File: src/rtl/irq_bank_regfile.sv
module irq_bank_regfile #(
  parameter int NB = 3,
  parameter int PRIO_W = 6,
  parameter logic [7:0] REV = 8'h21
) (
  input  logic                     clk,
  input  logic                     rst_n,
  input  logic [NB*32-1:0]         irq_in,
  input  logic                     wr_en,
  input  logic                     rd_en,
  input  logic [11:0]              addr,
  input  logic [31:0]              wdata,
  output logic [31:0]              rdata,
  output logic [NB*32-1:0]         pend_o,
  output logic [NB*32-1:0]         mask_o,
  output logic [NB*32-1:0]         steer_o,
  output logic [NB*32*PRIO_W-1:0]  prio_o,
  output logic                     glob_mask_o,
  output logic                     rearm_norm_o,
  output logic                     rearm_fast_o,
  output logic                     eval_o
);
  localparam int LN = 32;
  localparam int W = NB * LN;
  localparam int CBASE = 2;
  localparam logic [9:0] A_SYSCFG = 10'd4;
  localparam logic [9:0] A_STAT = 10'd5;
  localparam logic [9:0] A_CTRL = 10'd18;
  localparam logic [9:0] A_IDLE = 10'd20;

  logic [9:0] wa;
  logic [4:0] blk;
  logic [1:0] bsel;
  logic [2:0] boff;
  logic [4:0] cline;
  logic       bok, cwin, wr_bank, wr_cfg, wr_ctl, srst;

  assign wa    = addr[11:2];
  assign blk   = addr[11:7];
  assign bsel  = addr[6:5];
  assign boff  = addr[4:2];
  assign cline = addr[6:2];
  assign bok   = (blk == 5'd1) && (int'(bsel) < NB);
  assign cwin  = (int'(blk) >= CBASE) && (int'(blk) < CBASE + NB);
  assign wr_bank = wr_en && bok;
  assign wr_cfg  = wr_en && cwin;
  assign wr_ctl  = wr_en && (wa == A_CTRL);
  assign srst    = wr_en && (wa == A_SYSCFG) && wdata[1];

  logic [W-1:0] in_q, pend_q, swi_q, mask_q, steer_q;
  logic [W-1:0] pend_n, swi_n, mask_n, steer_n;
  logic [W-1:0] up, dn;
  logic [PRIO_W-1:0] prio_q [NB][LN];
  logic autoidle_q, gm_q, rn_q, rf_q, eval_q, eval_n;
  logic [1:0] idle_q;
  logic [31:0] rd_n;

  assign up = irq_in & ~in_q;
  assign dn = ~irq_in & in_q;

  always_comb begin
    pend_n  = pend_q;
    swi_n   = swi_q;
    mask_n  = mask_q;
    steer_n = steer_q;
    eval_n  = |up;
    for (int b = 0; b < NB; b++) begin
      if (|dn[b*LN +: LN])
        pend_n[b*LN +: LN] = irq_in[b*LN +: LN] | swi_q[b*LN +: LN];
      else
        pend_n[b*LN +: LN] = pend_q[b*LN +: LN] | up[b*LN +: LN];
      if (wr_bank && bsel == 2'(b)) begin
        case (boff)
          3'd1: begin
            mask_n[b*LN +: LN] = wdata;
            eval_n = 1'b1;
          end
          3'd2: begin
            mask_n[b*LN +: LN] = mask_q[b*LN +: LN] & ~wdata;
            eval_n = 1'b1;
          end
          3'd3: mask_n[b*LN +: LN] = mask_q[b*LN +: LN] | wdata;
          3'd4: begin
            swi_n[b*LN +: LN]  = swi_q[b*LN +: LN] | wdata;
            pend_n[b*LN +: LN] = pend_n[b*LN +: LN] | swi_n[b*LN +: LN];
            eval_n = 1'b1;
          end
          3'd5: begin
            swi_n[b*LN +: LN]  = swi_q[b*LN +: LN] & ~wdata;
            pend_n[b*LN +: LN] = swi_n[b*LN +: LN] & irq_in[b*LN +: LN];
          end
          default: ;
        endcase
      end
      if (wr_cfg && blk == 5'(CBASE + b))
        steer_n[b*LN + int'(cline)] = wdata[0];
    end
  end

  always_comb begin
    rd_n = '0;
    if (bok) begin
      for (int b = 0; b < NB; b++) begin
        if (bsel == 2'(b)) begin
          case (boff)
            3'd0: rd_n = in_q[b*LN +: LN];
            3'd1: rd_n = mask_q[b*LN +: LN];
            3'd4: rd_n = swi_q[b*LN +: LN];
            3'd6: rd_n = pend_q[b*LN +: LN] & ~mask_q[b*LN +: LN] & ~steer_q[b*LN +: LN];
            3'd7: rd_n = pend_q[b*LN +: LN] & ~mask_q[b*LN +: LN] & steer_q[b*LN +: LN];
            default: rd_n = '0;
          endcase
        end
      end
    end else if (cwin) begin
      for (int b = 0; b < NB; b++) begin
        if (blk == 5'(CBASE + b))
          rd_n[PRIO_W+1:0] = {prio_q[b][cline], 1'b0, steer_q[b*LN + int'(cline)]};
      end
    end else begin
      case (wa)
        10'd0:    rd_n = 32'(REV);
        A_SYSCFG: rd_n[0] = autoidle_q;
        A_STAT:   rd_n[0] = 1'b1;
        A_CTRL:   rd_n[2] = gm_q;
        A_IDLE:   rd_n[1:0] = idle_q;
        default:  rd_n = '0;
      endcase
    end
  end

  always_ff @(posedge clk or negedge rst_n) begin
    if (!rst_n) begin
      rdata <= '0;
      rn_q <= 1'b0;
      rf_q <= 1'b0;
      in_q <= '0;
      pend_q <= '0;
      swi_q <= '0;
      mask_q <= '1;
      steer_q <= '0;
      eval_q <= 1'b0;
      autoidle_q <= 1'b0;
      gm_q <= 1'b0;
      idle_q <= '0;
      for (int b = 0; b < NB; b++)
        for (int l = 0; l < LN; l++)
          prio_q[b][l] <= '0;
    end else begin
      if (rd_en)
        rdata <= rd_n;
      rn_q <= wr_ctl && wdata[0];
      rf_q <= wr_ctl && wdata[1];
      if (srst) begin
        in_q <= '0;
        pend_q <= '0;
        swi_q <= '0;
        mask_q <= '1;
        steer_q <= '0;
        eval_q <= 1'b0;
        autoidle_q <= 1'b0;
        gm_q <= 1'b0;
        idle_q <= '0;
        for (int b = 0; b < NB; b++)
          for (int l = 0; l < LN; l++)
            prio_q[b][l] <= '0;
      end else begin
        in_q <= irq_in;
        pend_q <= pend_n;
        swi_q <= swi_n;
        mask_q <= mask_n;
        steer_q <= steer_n;
        eval_q <= eval_n;
        if (wr_en && wa == A_SYSCFG)
          autoidle_q <= wdata[0];
        if (wr_ctl)
          gm_q <= wdata[2];
        if (wr_en && wa == A_IDLE)
          idle_q <= wdata[1:0];
        for (int b = 0; b < NB; b++)
          if (wr_cfg && blk == 5'(CBASE + b))
            prio_q[b][cline] <= wdata[2 +: PRIO_W];
      end
    end
  end

  for (genvar b = 0; b < NB; b++) begin : g_bank
    for (genvar l = 0; l < LN; l++) begin : g_line
      assign prio_o[(b*LN + l)*PRIO_W +: PRIO_W] = prio_q[b][l];
    end
  end

  assign pend_o       = pend_q;
  assign mask_o       = mask_q;
  assign steer_o      = steer_q;
  assign glob_mask_o  = gm_q;
  assign rearm_norm_o = rn_q;
  assign rearm_fast_o = rf_q;
  assign eval_o       = eval_q;
endmodule

File: config.mk
export PLATFORM = sky130hd
export DESIGN_NAME = irq_bank_regfile
export DESIGN_NICKNAME = d
export VERILOG_FILES = /design/src/rtl/irq_bank_regfile.sv
export SDC_FILE = /design/constraint.sdc
export NUM_CORES = 2
export LEC_CHECK = 0
export BUFFER_PORTS_ARGS = -buffer_cell sky130_fd_sc_hd__buf_4
export CAP_MARGIN = 30
export CORE_AREA = 3 3 400 402
export DETAILED_ROUTE_END_ITERATION = 8
export DIE_AREA = 0 0 403 405
export PLACE_DENSITY = 0.66
export SYNTH_ARGS = -nofsm -noshare
export SYNTH_HDL_FRONTEND = slang
export SYNTH_SLANG_ARGS = --single-unit
export TNS_END_PERCENT = 50
File: constraint.sdc
create_clock -name clk -period 2.59 [get_ports clk]
set_input_delay 0.518 -clock clk [delete_from_list [all_inputs] [get_ports clk]]
set_output_delay 0.518 -clock clk [all_outputs]
set_load 0.005 [all_outputs]
==> results.md <==
- Outcome: finished, final reports clean
- Post-route worst setup slack: 0.0141 ns
- CP bufs+invs: 1
- Cell variety after synth: 79
- Power Density: 537 nW/um^2
- Synthesized Nets: 6,336
- Worst endpoint required time: 3.25 ns
- Sequential cell area fraction in the yosys report: 0.467
- Avg WL per Cell: 35.3 microns
- Yosys reg bits: 1,095
- Count of pins over their slew limit: 0
- Peak per-stage delay on the critical path: 0.50 ns
- Synth Instances: 6,192
- Slowest CP cell: mux4_2
- # nets final: 7,841
- Peak Freq: 388 MHz
- R2R Setup Slk: 0.01 ns
- Total CTS buffers: 133
- Max_slew headroom: 0.284
- Final Hold Fails: 0
- Num rows: 145
- Layout cells sized above 1: 0.322
- Tmin final: 2.58 ns
- Async set-reset flop share out of synthesis: 1.00
- DRT iter0 DRCs: 9,627
- Area after DPL: 76,100 sq um
- Crit. End Element: flop
- Post-DP HPWL: 266,000 microns
- Total wire length: 348,000 microns
- Largest net degree at the start of global routing: 109
- Slew @ Worst Pin: 1.07 ns
- Final Cell Area: 81,300 sq um
- Clock share of power: 0.462
- Switching share of power: 0.280
- CP cell instances: mux4_2, a22o_1, a221oi_2, buf_4, nor3_1, o31a_1, o32a_1
- Drt first pass iters: 8
- Internal Power: 31,400 uW
- Logic pwr share: 0.119
- Most common cell after layout, fill and taps aside: buf_4
- H-tree depth: 4
- Final Setup Violations: 0
- Type of the worst min-delay path: in2reg
- Worst vdd ir: 0.656 mV
- Ys flop type: dfrtp_1
- CTS max path bufs: 3
- IO Count: 1,044
- First-pass GRT wire length: 480,000 microns
- Multi-input logic area: 28,600 sq um
- Initial Util: 0.377
- Filler cells: 14,088
- Final Util: 0.520
- Vias per cell: 6.48
- Pre-CTS WS: -0.882 ns
- Sw Pwr: 12,200 uW
- Die Wd: 403 microns
- Number of global-route vias before repair: 60,084
- CTS tree: built
- Overall power: 43,600 uW
- Post-DRT Antenna Nets: 0
- Setup TNS Final: 0 ns
- Number of flops mapped to enable cells by yosys: 0
- Flop pwr share: 0.419
- WS Path Type: reg2reg
- Seq. cell area: 27,500 sq um
- Grt total ovfl: 0
- Routability Congestion: 1.03
- Crit path DAT: 3.23 ns
- Residual DRC: 0
- Max Cap Viol: 0
- Vert. Die Dim: 405 microns
- Average size of a mapped cell: 9.53 sq um
- Most frequent cells in the layout: buf_4 (1,714), dfrtp_1 (998), nand2_1 (736), a21oi_1 (664), o21ai_0 (573)
- Core Area: 156,000 sq um
- Worst-Skew Late Latency: 0.80 ns
- Port-buffer cells: 1,041
- Cell Area, Synth: 59,000 sq um
- DIE AREA: 163,000 sq um
- Leakage: 0.0371 uW
- Initial antenna violation count: 29
- CTS root buf: clkbuf_16
- Fin Clk Skew: 0.0304 ns
- Clk sink count: 1,095
- Crit-path max FO: 3
- Synth-to-Final Area Change: 37.8%
- Clock slew at reported path FFs: 0.06 ns
- Total GRT Usage: 0.413
- Yosys warning total: 0
- Crit-path leading delay family: compound AO/OA/AOI/OAI gates
- Fin crit share: 0.995
- Crit start category: flop
- Vias: 64,032
## registers in the layout, indices dropped and copies added (netlist names)
register	cells
rearm_norm_o	1
in_q	96
glob_mask_o	1
autoidle_q	1
rearm_fast_o	1
steer_o	96
swi_q	96
idle_q	2
eval_o	1
prio_o	576
mask_o	96
pend_o	96
rdata	32
## synthesized netlist by cell type (40+ instances only)
library cell	number	area [sq um]
dfrtp_1	999	25000
nand2_1	753	2830
a21oi_1	665	3330
o21ai_0	574	2870
nor2_1	563	2110
clkbuf_1	390	1460
mux2i_1	307	3070
mux4_2	185	4170
inv_1	142	533
buf_2	140	701
nand3_1	111	556
dfstp_2	96	2520
a311oi_1	93	815
a211oi_1	88	661
nand4b_1	79	692
o211ai_1	76	571
nor2b_1	68	425
nor4b_1	68	596
a31oi_1	58	363
or3_1	52	325
nand2b_1	47	294
o22ai_1	47	294
a22oi_1	41	308
and2_1	41	257
a221oi_1	40	350
## power by group through the flow
stage               Clock, uW  Sequential [uW]  Combinational (uW)
floorplan                   0            18200                1910
detailed placement          0            18500                5000
global route            20900            18300                5390
global placement            0            18500                4930
finish                  20200            18300                5190
CTS                     20200            18200                5070
## worst min-delay path, cell delays in order
cell and delay, ns:
buf_4 0.13, inv_1 0.08, nor2_1 0.05
## metrics by stage
step                      cells  hold WS (ns)
after floorplan            6192         0.222
after global placement     9575         0.476
after detailed placement   9575         0.490
after CTS                  9850      0.000166
after global routing       9869        0.0224
final                      9876        0.0359
## worst paths after layout
kind / startpoint / endpoint / cells past startpoint
setup / recovery: prio_o[71]$_DFFE_PN0P_ / rdata[7]$_DFFE_PN0P_ / 7
hold / removal: irq_in[76] / in_q[76]$_DFF_PN0_ / 3
setup reg to reg: prio_o[71]$_DFFE_PN0P_ / rdata[7]$_DFFE_PN0P_ / 7
hold reg to reg: mask_o[43]$_DFFE_PN1P_ / mask_o[43]$_DFFE_PN1P_ / 2
max in group asynchronous: rst_n / prio_o[100]$_DFFE_PN0P_ / 3
min in group asynchronous: rst_n / prio_o[6]$_DFFE_PN0P_ / 2
## routing by layer
metal | track usage | vias up | share of wire
met5 | 0 | - | 0.00036
met2 | 0.629 | 5392 | 0.44
met4 | 0.259 | 20 | 0.079
met3 | 0.131 | 1091 | 0.13
met1 | 0.508 | 31909 | 0.35
li1 | - | 25620 | -
## layout make-up
type / instances / area share
timing repair buffer: 1959 / 0.214
sequential: 1095 / 0.339
multi-input combinational: 4365 / 0.351
antenna: 17 / 0.000523
tap: 2058 / 0.0317
inverter: 143 / 0.00661
clock inverter: 50 / 0.00907
clock buffer: 189 / 0.0479
## what timing repair did
item	4_1_cts	5_1_grt
hold endpoints to repair	42	0
hold buffers	36	0
setup buffers	0	9
pin swaps	0	1
endpoints found under the setup margin	5	18
gates resized for setup	4	15
## kinds of logic after synthesis
kind of cell,synth area share
mux,0.125
compound gates,0.198
simple gates,0.155
xor+xnor,0.00327
buf+inv,0.0530
flops,0.467
Note: power is estimated with default switching activity, not from simulation.
